[src/rtl/lpm_pkg.sv]
package lpm_pkg;

    typedef enum logic [2:0] {
        M_NORMAL = 3'd0,
        M_SLOW   = 3'd1,
        M_IDLE_L = 3'd2,
        M_IDLE_D = 3'd3,
        M_WARM   = 3'd4
    } op_mode_e;

    localparam int NUM_MODES = 5;
    localparam int NUM_DOMS  = 3;
    localparam int DOM_CPU   = 0;
    localparam int DOM_PERIPH = 1;
    localparam int DOM_TBT   = 2;

    // per domain: bit m set means the domain clock runs in mode m
    typedef logic [NUM_MODES-1:0] mode_mask_t;

    function automatic mode_mask_t dom_mask(input int dom);
        case (dom)
            DOM_CPU:    return 5'b00011;
            DOM_PERIPH: return 5'b00111;
            default:    return 5'b01111;
        endcase
    endfunction

    function automatic op_mode_e speed_mode(input logic slow);
        return slow ? M_SLOW : M_NORMAL;
    endfunction

    function automatic logic is_run(input op_mode_e m);
        return (m == M_NORMAL) || (m == M_SLOW);
    endfunction

    function automatic logic is_idle(input op_mode_e m);
        return (m == M_IDLE_L) || (m == M_IDLE_D);
    endfunction

endpackage

[src/rtl/lpm_wake_detect.sv]
module lpm_wake_detect #(
    parameter int NUM_SRC = 8
) (
    input  logic [NUM_SRC-1:0] irq_latch,
    input  logic [NUM_SRC-1:0] irq_en,
    output logic               wake_any
);
    logic [NUM_SRC-1:0] hit;

    for (genvar i = 0; i < NUM_SRC; i++) begin : g_src
        assign hit[i] = irq_latch[i] & irq_en[i];
    end

    assign wake_any = |hit;
endmodule

[src/rtl/lpm_warmup_ctr.sv]
module lpm_warmup_ctr #(
    parameter int WARM_CYCLES = 16
) (
    input  logic clk,
    input  logic rst,
    input  logic restart,
    input  logic active,
    output logic done
);
    localparam int CW = $clog2(WARM_CYCLES + 1);
    localparam logic [CW-1:0] LAST = CW'(WARM_CYCLES - 1);

    logic [CW-1:0] cnt_q;

    always_ff @(posedge clk) begin
        if (rst || restart) begin
            cnt_q <= '0;
        end else if (active && cnt_q != LAST) begin
            cnt_q <= cnt_q + 1'b1;
        end
    end

    assign done = active && !restart && (cnt_q == LAST);
endmodule

[src/rtl/lpm_clk_gate.sv]
module lpm_clk_gate
    import lpm_pkg::*;
(
    input  op_mode_e              mode,
    output logic [NUM_DOMS-1:0]   clk_en
);
    for (genvar d = 0; d < NUM_DOMS; d++) begin : g_dom
        localparam mode_mask_t MASK = dom_mask(d);
        always_comb begin
            clk_en[d] = 1'b0;
            for (int m = 0; m < NUM_MODES; m++) begin
                if (mode == op_mode_e'(m)) clk_en[d] = MASK[m];
            end
        end
    end
endmodule

[src/rtl/lpm_seq_fsm.sv]
module lpm_seq_fsm
    import lpm_pkg::*;
(
    input  logic     clk,
    input  logic     rst,
    input  logic     rst_any,
    input  logic     wr_idle,
    input  logic     wr_data,
    input  logic     wr_deep,
    input  logic     wr_speed,
    input  logic     speed_val,
    input  logic     wdt_irq,
    input  logic     wake_any,
    input  logic     imf,
    input  logic     warm_done,
    output op_mode_e mode,
    output logic     wake_resume,
    output logic     wake_service
);
    op_mode_e mode_q;
    logic     slow_q;
    logic     res_q;
    logic     svc_q;
    logic     entry_ok;

    // entry check uses the latch state of the write cycle itself
    assign entry_ok = wr_idle && wr_data && !wake_any && !wdt_irq;

    always_ff @(posedge clk) begin
        if (rst || rst_any) begin
            mode_q <= M_WARM;
            slow_q <= 1'b0;
            res_q  <= 1'b0;
            svc_q  <= 1'b0;
        end else begin
            res_q <= 1'b0;
            svc_q <= 1'b0;
            case (mode_q)
                M_WARM: begin
                    if (warm_done) mode_q <= M_NORMAL;
                end
                M_NORMAL, M_SLOW: begin
                    if (wr_speed) begin
                        slow_q <= speed_val;
                        mode_q <= speed_mode(speed_val);
                    end
                    if (entry_ok) begin
                        mode_q <= wr_deep ? M_IDLE_D : M_IDLE_L;
                    end
                end
                M_IDLE_L, M_IDLE_D: begin
                    if (wake_any) begin
                        mode_q <= speed_mode(slow_q);
                        if (imf) svc_q <= 1'b1;
                        else     res_q <= 1'b1;
                    end
                end
                default: mode_q <= M_WARM;
            endcase
        end
    end

    assign mode         = mode_q;
    assign wake_resume  = res_q;
    assign wake_service = svc_q;
endmodule

[src/rtl/lpm_ctrl.sv]
module lpm_ctrl
    import lpm_pkg::*;
#(
    parameter int NUM_SRC     = 8,
    parameter int WARM_CYCLES = 16
) (
    input  logic               clk,
    input  logic               rst,
    input  logic [2:0]         rst_src,
    input  logic               wr_idle,
    input  logic               wr_data,
    input  logic               wr_deep,
    input  logic               wr_speed,
    input  logic               speed_val,
    input  logic               wdt_irq,
    input  logic [NUM_SRC-1:0] irq_latch,
    input  logic [NUM_SRC-1:0] irq_en,
    input  logic               imf,
    output logic               idle_bit,
    output logic               cpu_halt,
    output logic [2:0]         clk_en,
    output logic [2:0]         op_mode,
    output logic               wake_resume,
    output logic               wake_service
);
    logic     wake_any;
    logic     warm_done;
    logic     rst_any;
    op_mode_e mode;

    assign rst_any = |rst_src;

    lpm_wake_detect #(.NUM_SRC(NUM_SRC)) wake_i (
        .irq_latch (irq_latch),
        .irq_en    (irq_en),
        .wake_any  (wake_any)
    );

    lpm_warmup_ctr #(.WARM_CYCLES(WARM_CYCLES)) warm_i (
        .clk     (clk),
        .rst     (rst),
        .restart (rst_any),
        .active  (mode == M_WARM),
        .done    (warm_done)
    );

    lpm_seq_fsm fsm_i (
        .clk          (clk),
        .rst          (rst),
        .rst_any      (rst_any),
        .wr_idle      (wr_idle),
        .wr_data      (wr_data),
        .wr_deep      (wr_deep),
        .wr_speed     (wr_speed),
        .speed_val    (speed_val),
        .wdt_irq      (wdt_irq),
        .wake_any     (wake_any),
        .imf          (imf),
        .warm_done    (warm_done),
        .mode         (mode),
        .wake_resume  (wake_resume),
        .wake_service (wake_service)
    );

    lpm_clk_gate gate_i (
        .mode   (mode),
        .clk_en (clk_en)
    );

    assign op_mode  = mode;
    assign idle_bit = is_idle(mode);
    assign cpu_halt = ~clk_en[DOM_CPU];
endmodule

[config.mk]
export PLATFORM = sky130hd
export DESIGN_NAME = lpm_ctrl
export DESIGN_NICKNAME = d
export VERILOG_FILES = /design/src/rtl/lpm_pkg.sv /design/src/rtl/lpm_wake_detect.sv /design/src/rtl/lpm_warmup_ctr.sv /design/src/rtl/lpm_clk_gate.sv /design/src/rtl/lpm_seq_fsm.sv /design/src/rtl/lpm_ctrl.sv
export SDC_FILE = /design/constraint.sdc
export NUM_CORES = 1
export LEC_CHECK = 0
export BUFFER_PORTS_ARGS = -buffer_cell sky130_fd_sc_hd__buf_2
export CORE_MARGIN = 2
export CORE_UTILIZATION = 38
export CTS_CLUSTER_DIAMETER = 60
export DETAILED_ROUTE_END_ITERATION = 8
export HOLD_SLACK_MARGIN = 0.1
export PLACE_DENSITY = 0.74
export RECOVER_POWER = 100
export SYNTH_ARGS = -nofsm -noshare
export SYNTH_HDL_FRONTEND = slang
export SYNTH_SLANG_ARGS = --single-unit
[constraint.sdc]
create_clock -name clk -period 2.7 [get_ports clk]
set_input_delay 0.405 -clock clk [delete_from_list [all_inputs] [get_ports clk]]
set_output_delay 0.405 -clock clk [all_outputs]
set_load 0.01 [all_outputs]
## Yosys cells after proc, flatten, opt, wreduce, memory -nomap -nowiden

Index checks and enable logic that the tools add are counted.

| word-level totals | value |
|---|---|
| register bits after elaboration | 11 |
| latch bits | 0 |
| memory bits (writable) | 0 |
| bits in read-only memories | 0 |
| input bits | 28 |
| output and inout port bits | 10 |
| word-level logic and storage cells | 65 |
| memories kept | 0 |

| cells by class | value |
|---|---|
| add/sub/neg operators | 1 |
| multipliers | 0 |
| div/mod/pow operators | 0 |
| $lt $le $gt $ge | 0 |
| equal/unequal tests | 9 |
| shift operators | 0 |
| multiplexer cells | 20 |
| bitwise logic cells | 11 |
| reduce and logical (&&, ||, !) cells | 19 |

Operators by type and width:

| cell | number |
|---|---|
| $mux 1 | 15 |
| $mux 3 | 4 |
| $pmux 3 s3 | 1 |
| $and 1x1->1 | 8 |
| $reduce_or 8->1 | 1 |
| $eq 3x2->1 const B | 2 |
| $logic_and 1x1->1 | 6 |
| $reduce_or 3->1 | 2 |
| $add 5x1->5 const B | 1 |
| $eq 5x4->1 const B | 1 |
| $ne 5x4->1 const B | 1 |
| $ne 2x1->1 const B | 2 |
| $reduce_or 2->1 | 2 |
| $eq 3x1->1 const B | 1 |
| $eq 3x3->1 const B | 1 |
| $logic_not 1->1 | 3 |
| $logic_not 3->1 | 1 |
| $ne 3x2->1 const B | 1 |
| $not 1->1 | 3 |
| $reduce_and 3->1 | 1 |
| $logic_or 1x1->1 | 2 |
| $reduce_and 2->1 | 1 |

## Depth between registers and ports, before layout

| logic depth | value |
|---|---|
| depth after elaboration | 7 |
| mapped depth | 7 |

## Modules after synthesis

From an unflattened synthesis, not the netlist that was laid out.

| second synthesis, totals | value |
|---|---|
| cells, all modules | 72 |
| area total of the unflattened synthesis | 604.3 µm² |

Modules (own cells, without submodules):

| module | times used | cells each | area an instance (µm²) | seq. area each (µm²) |
|---|---|---|---|---|
| lpm_seq_fsm | 1 | 32 | 285.3 | 120.1 |
| lpm_warmup_ctr | 1 | 28 | 242.7 | 100.1 |
| lpm_wake_detect | 1 | 5 | 36.3 | 0.0 |
| lpm_ctrl | 1 | 4 | 23.8 | 0.0 |
| lpm_clk_gate | 1 | 3 | 16.3 | 0.0 |

## Least setup slack after synthesis

Ideal clock, no wire load.

| timing | value |
|---|---|
| path type | register to register |
| from | reg warm_i.cnt_q[0] |
| to | reg warm_i.cnt_q[3] |
| data arrival time | 1.489 ns |
| data required time | 2.584 ns |
| path slack | 1.094 ns |
| cell stages (with the launch flop) | 8 |
| clock period less this slack | 1.606 ns |
| cells stage by stage | dfxtp_1 -> ha_1 -> and3_1 -> ha_1 -> nor4_4 -> nand4_1 -> xor2_1 -> nor2_1 |

| on the way | value |
|---|---|
| cells in the longest elaborated chain, start to end | 2 |
| elaborated cells on any way between the ends | 3 |
| classes of those cells | add/sub (1); eq/ne (1); reduce/logical (1) |

Ends and longest elaborated chain:

| item | RTL line | source |
|---|---|---|
| start: declaration | lpm_warmup_ctr.sv:13 | `logic [CW-1:0] cnt_q;` |
| start signal: assignment | lpm_warmup_ctr.sv:19 | `cnt_q <= cnt_q + 1'b1;` |
| parallel branches: the longest is 2 deep, another holds $add 5x1->5 | - |  |

Several ways; the timed one is not identified.
A chain may end at the register's enable or synchronous reset.

## Worst setup path after layout

Same ends and word-level chain as after synthesis.

==> impl_metrics.json <==
{
  "final_cell_mix": "buf_2 (28), nor2_1 (11), dfxtp_1 (11)",
  "route.detailed.wl_per_inst_um": 11.57,
  "cp.arrival_ns": 1.93,
  "drt-total-wl_um": 1400,
  "leakagePower_nw": 0.3524,
  "critPathMaxFanout": 6,
  "yosysSeqAreaShare": 0.3868,
  "n_antenna_cell": 0,
  "ctsHoldBuffers": 0,
  "grt_pass1_wl_um": 2442,
  "r2r_end": "warm_i.cnt_q[3]",
  "cp-start-kind": "register",
  "rows": 13,
  "peakVddDrop_mv": 0.2881,
  "fp.dieArea_mm2": 0.001824,
  "clkTransAtPathRegs_ns": 0.07,
  "synthCells": 66,
  "clock-skew-final_ns": 0.004140,
  "insertion_delay_ns": 0.28,
  "setup_viol": 0,
  "drv_cap": 0,
  "min_from": "imf",
  "yosys_register_bits": 11,
  "layout_min_cycle_time_ns": 1.769,
  "cts_num_sinks": 11,
  "hold_path_class": "in2reg",
  "slew_violations": 0,
  "floorplan.initialDensity": 0.4217,
  "globalRouteOverflowTotal": 0,
  "synth_warnings": 0,
  "synth.net_count": 96,
  "detailed_place_hpwl_um": 1130,
  "clockBufferDepth": 2,
  "synth_top_area_cell": "dfxtp_1",
  "relSlewSlack": 0.5877,
  "hold_violations": 0,
  "cts_resized": 0,
  "num_vias": 586,
  "numCtsBuffers": 3,
  "syn-cell-area_um2": 569.3,
  "die_h_um": 42.71,
  "r2r-start": "warm_i.cnt_q[0]",
  "status": "complete, no violations",
  "cts_tree": "built",
  "die_x_um": 42.71,
  "grt_antenna_before_repair": 0,
  "clock.fmax_mhz": 565.3,
  "postRouteAntennaNets": 0,
  "holdWs_ns": 0.2928,
  "final_nets": 137,
  "rsz0062_at_grt": "false",
  "synthToLayoutAreaGrowth_pct": 36.48,
  "holdPathStages": 2,
  "grt.total_usage": 0.1853,
  "crit_required_ns": 2.86,
  "grt_pass1_vias": 607,
  "syn_avg_cell_area_um2": 8.626,
  "drtPass1Iterations": 4,
  "first_iter_violations": 13,
  "port_buffers": 37,
  "p_per_area_mw_per_mm2": 400.6,
  "fill_cells": 134,
  "end_kind": "register",
  "synth_area_leaders": "dfxtp_1 (39%), nor2_1 (7.3%), a22oi_1 (5.3%)",
  "grt_max_degree": 9,
  "drive_gt1_frac": 0.3113,
  "critPathKind": "reg2reg",
  "hold_end": "fsm_i.wake_resume",
  "r2r_cells": 7,
  "synth_top_area_share": 0.3868,
  "worstMarginPinSlew_ns": 0.6128,
  "synth_cell_types": 28,
  "tns_ns": 0,
  "h-tree-depth": 1,
  "cts-root-buf": "clkbuf_4",
  "core_mm2": 0.001350,
  "final_common_cell": "buf_2",
  "routabilityCongestion": 0.7523,
  "drc": 0,
  "cts_setup_buffers": 0,
  "worst-r2r-setup-slack_ns": 0.93,
  "via_per_inst": 4.843,
  "min_period_over_period": 0.6551,
  "ios": 38
}
==> worst max-delay path by stage <==
| stage | start | endpoint | slack (ns) | cells past startpoint |
|---|---|---|---|---|
| floorplan | warm_i.cnt_q[0] | warm_i.cnt_q[3] | 1.09 | 7 |
| global placement | warm_i.cnt_q[0] | warm_i.cnt_q[3] | 0.98 | 7 |
| detailed placement | warm_i.cnt_q[0] | warm_i.cnt_q[3] | 0.94 | 7 |
| CTS | warm_i.cnt_q[0] | warm_i.cnt_q[3] | 0.91 | 7 |
| global route | warm_i.cnt_q[0] | warm_i.cnt_q[3] | 0.75 | 7 |
| finish | warm_i.cnt_q[0] | warm_i.cnt_q[3] | 0.93 | 7 |
==> layout make-up <==
| type | count | area, um^2 | share of cell area |
|---|---|---|---|
| Sequential cell | 11 | 220.2 | 0.2834 |
| Clock buffer | 4 | 26.28 | 0.03382 |
| Tap cell | 15 | 18.77 | 0.02415 |
| Timing Repair Buffer | 37 | 173.9 | 0.2238 |
| Inverter | 7 | 26.28 | 0.03382 |
| Multi-Input combinational cell | 47 | 311.5 | 0.4010 |
==> where the power goes <==
part	internal, mW	leakage [nW]	switching [mW]
combinational	0.0194	0.249	0.0126
sequential	0.163	0.0887	0.000474
clock	0.0574	0.0150	0.0589
total	0.239	0.352	0.0720
==> synthesized netlist by cell type <==
cell type	number
nor4_1	1
nand3_1	2
a22oi_1	4
a2111oi_2	1
xnor2_1	1
xor2_1	2
inv_1	6
nand2_1	4
mux2i_1	2
or4_1	1
and3_1	1
nand3b_1	1
nor2_1	11
buf_2	1
nor3_1	1
nor4_4	1
o32ai_1	1
o21ai_0	1
nand4_1	2
a31oi_1	2
inv_2	1
a211oi_1	1
nor3b_1	1
dfxtp_1	11
mux2_2	1
a21oi_1	2
ha_1	2
and2_1	1
==> routing by layer <==
layer | GRT usage | wire length (um) | share of wire | vias to the layer above
met5 | 0 | 0 | 0 | -
met4 | 0.1125 | 38 | 0.027 | 0
met3 | 0.08085 | 72 | 0.051 | 4
met2 | 0.3000 | 671 | 0.48 | 16
met1 | 0.1953 | 616 | 0.44 | 251
li1 | - | - | - | 315
==> logic make-up (layout without fill, tap and decap cells) <==
family	Yosys count	after routing	share of synthesized area
AO/OA/AOI/OAI	12	12	0.1560
XOR/XNOR	3	3	0.04616
adder cells (fa/ha/maj)	2	2	0.04395
buffers and inverters	8	48	0.05493
flip-flops	11	11	0.3868
multiplexers	3	3	0.05495
AND/OR/NAND/NOR	27	27	0.2572
==> flip-flops by register name, indices dropped and copies added, names as in the netlist <==
signal	flops
warm_i.cnt_q	5
fsm_i.wake_resume	1
fsm_i.mode	3
fsm_i.slow_q	1
fsm_i.wake_service	1
==> critical path, cell delays in order, from the launching register on <==
cell     delay [ns]
dfxtp_1        0.34
ha_1           0.21
and3_1         0.18
ha_1           0.21
nor4_4         0.33
nand4_1        0.17
xor2_1         0.16
nor2_1         0.05
==> stage by stage <==
| stage | power, mW | util | instance area, um^2 | setup slack, ns | instances |
|---|---|---|---|---|---|
| 3_3_place_gp | 0.1983 | 0.5690 | 768.2 | 0.9810 | 117 |
| 3_5_place_dp | 0.1993 | 0.5690 | 768.2 | 0.9375 | 117 |
| 2_1_floorplan | 0.1774 | - | 569.3 | 1.094 | 66 |
| 5_1_grt | 0.3265 | 0.5755 | 777.0 | 0.7538 | 121 |
| 4_1_cts | 0.3143 | 0.5885 | 794.5 | 0.9112 | 121 |
| 6_report | 0.3113 | 0.5755 | 777.0 | 0.9311 | 121 |
No activity file was read; power rests on OpenSTA's default activity.
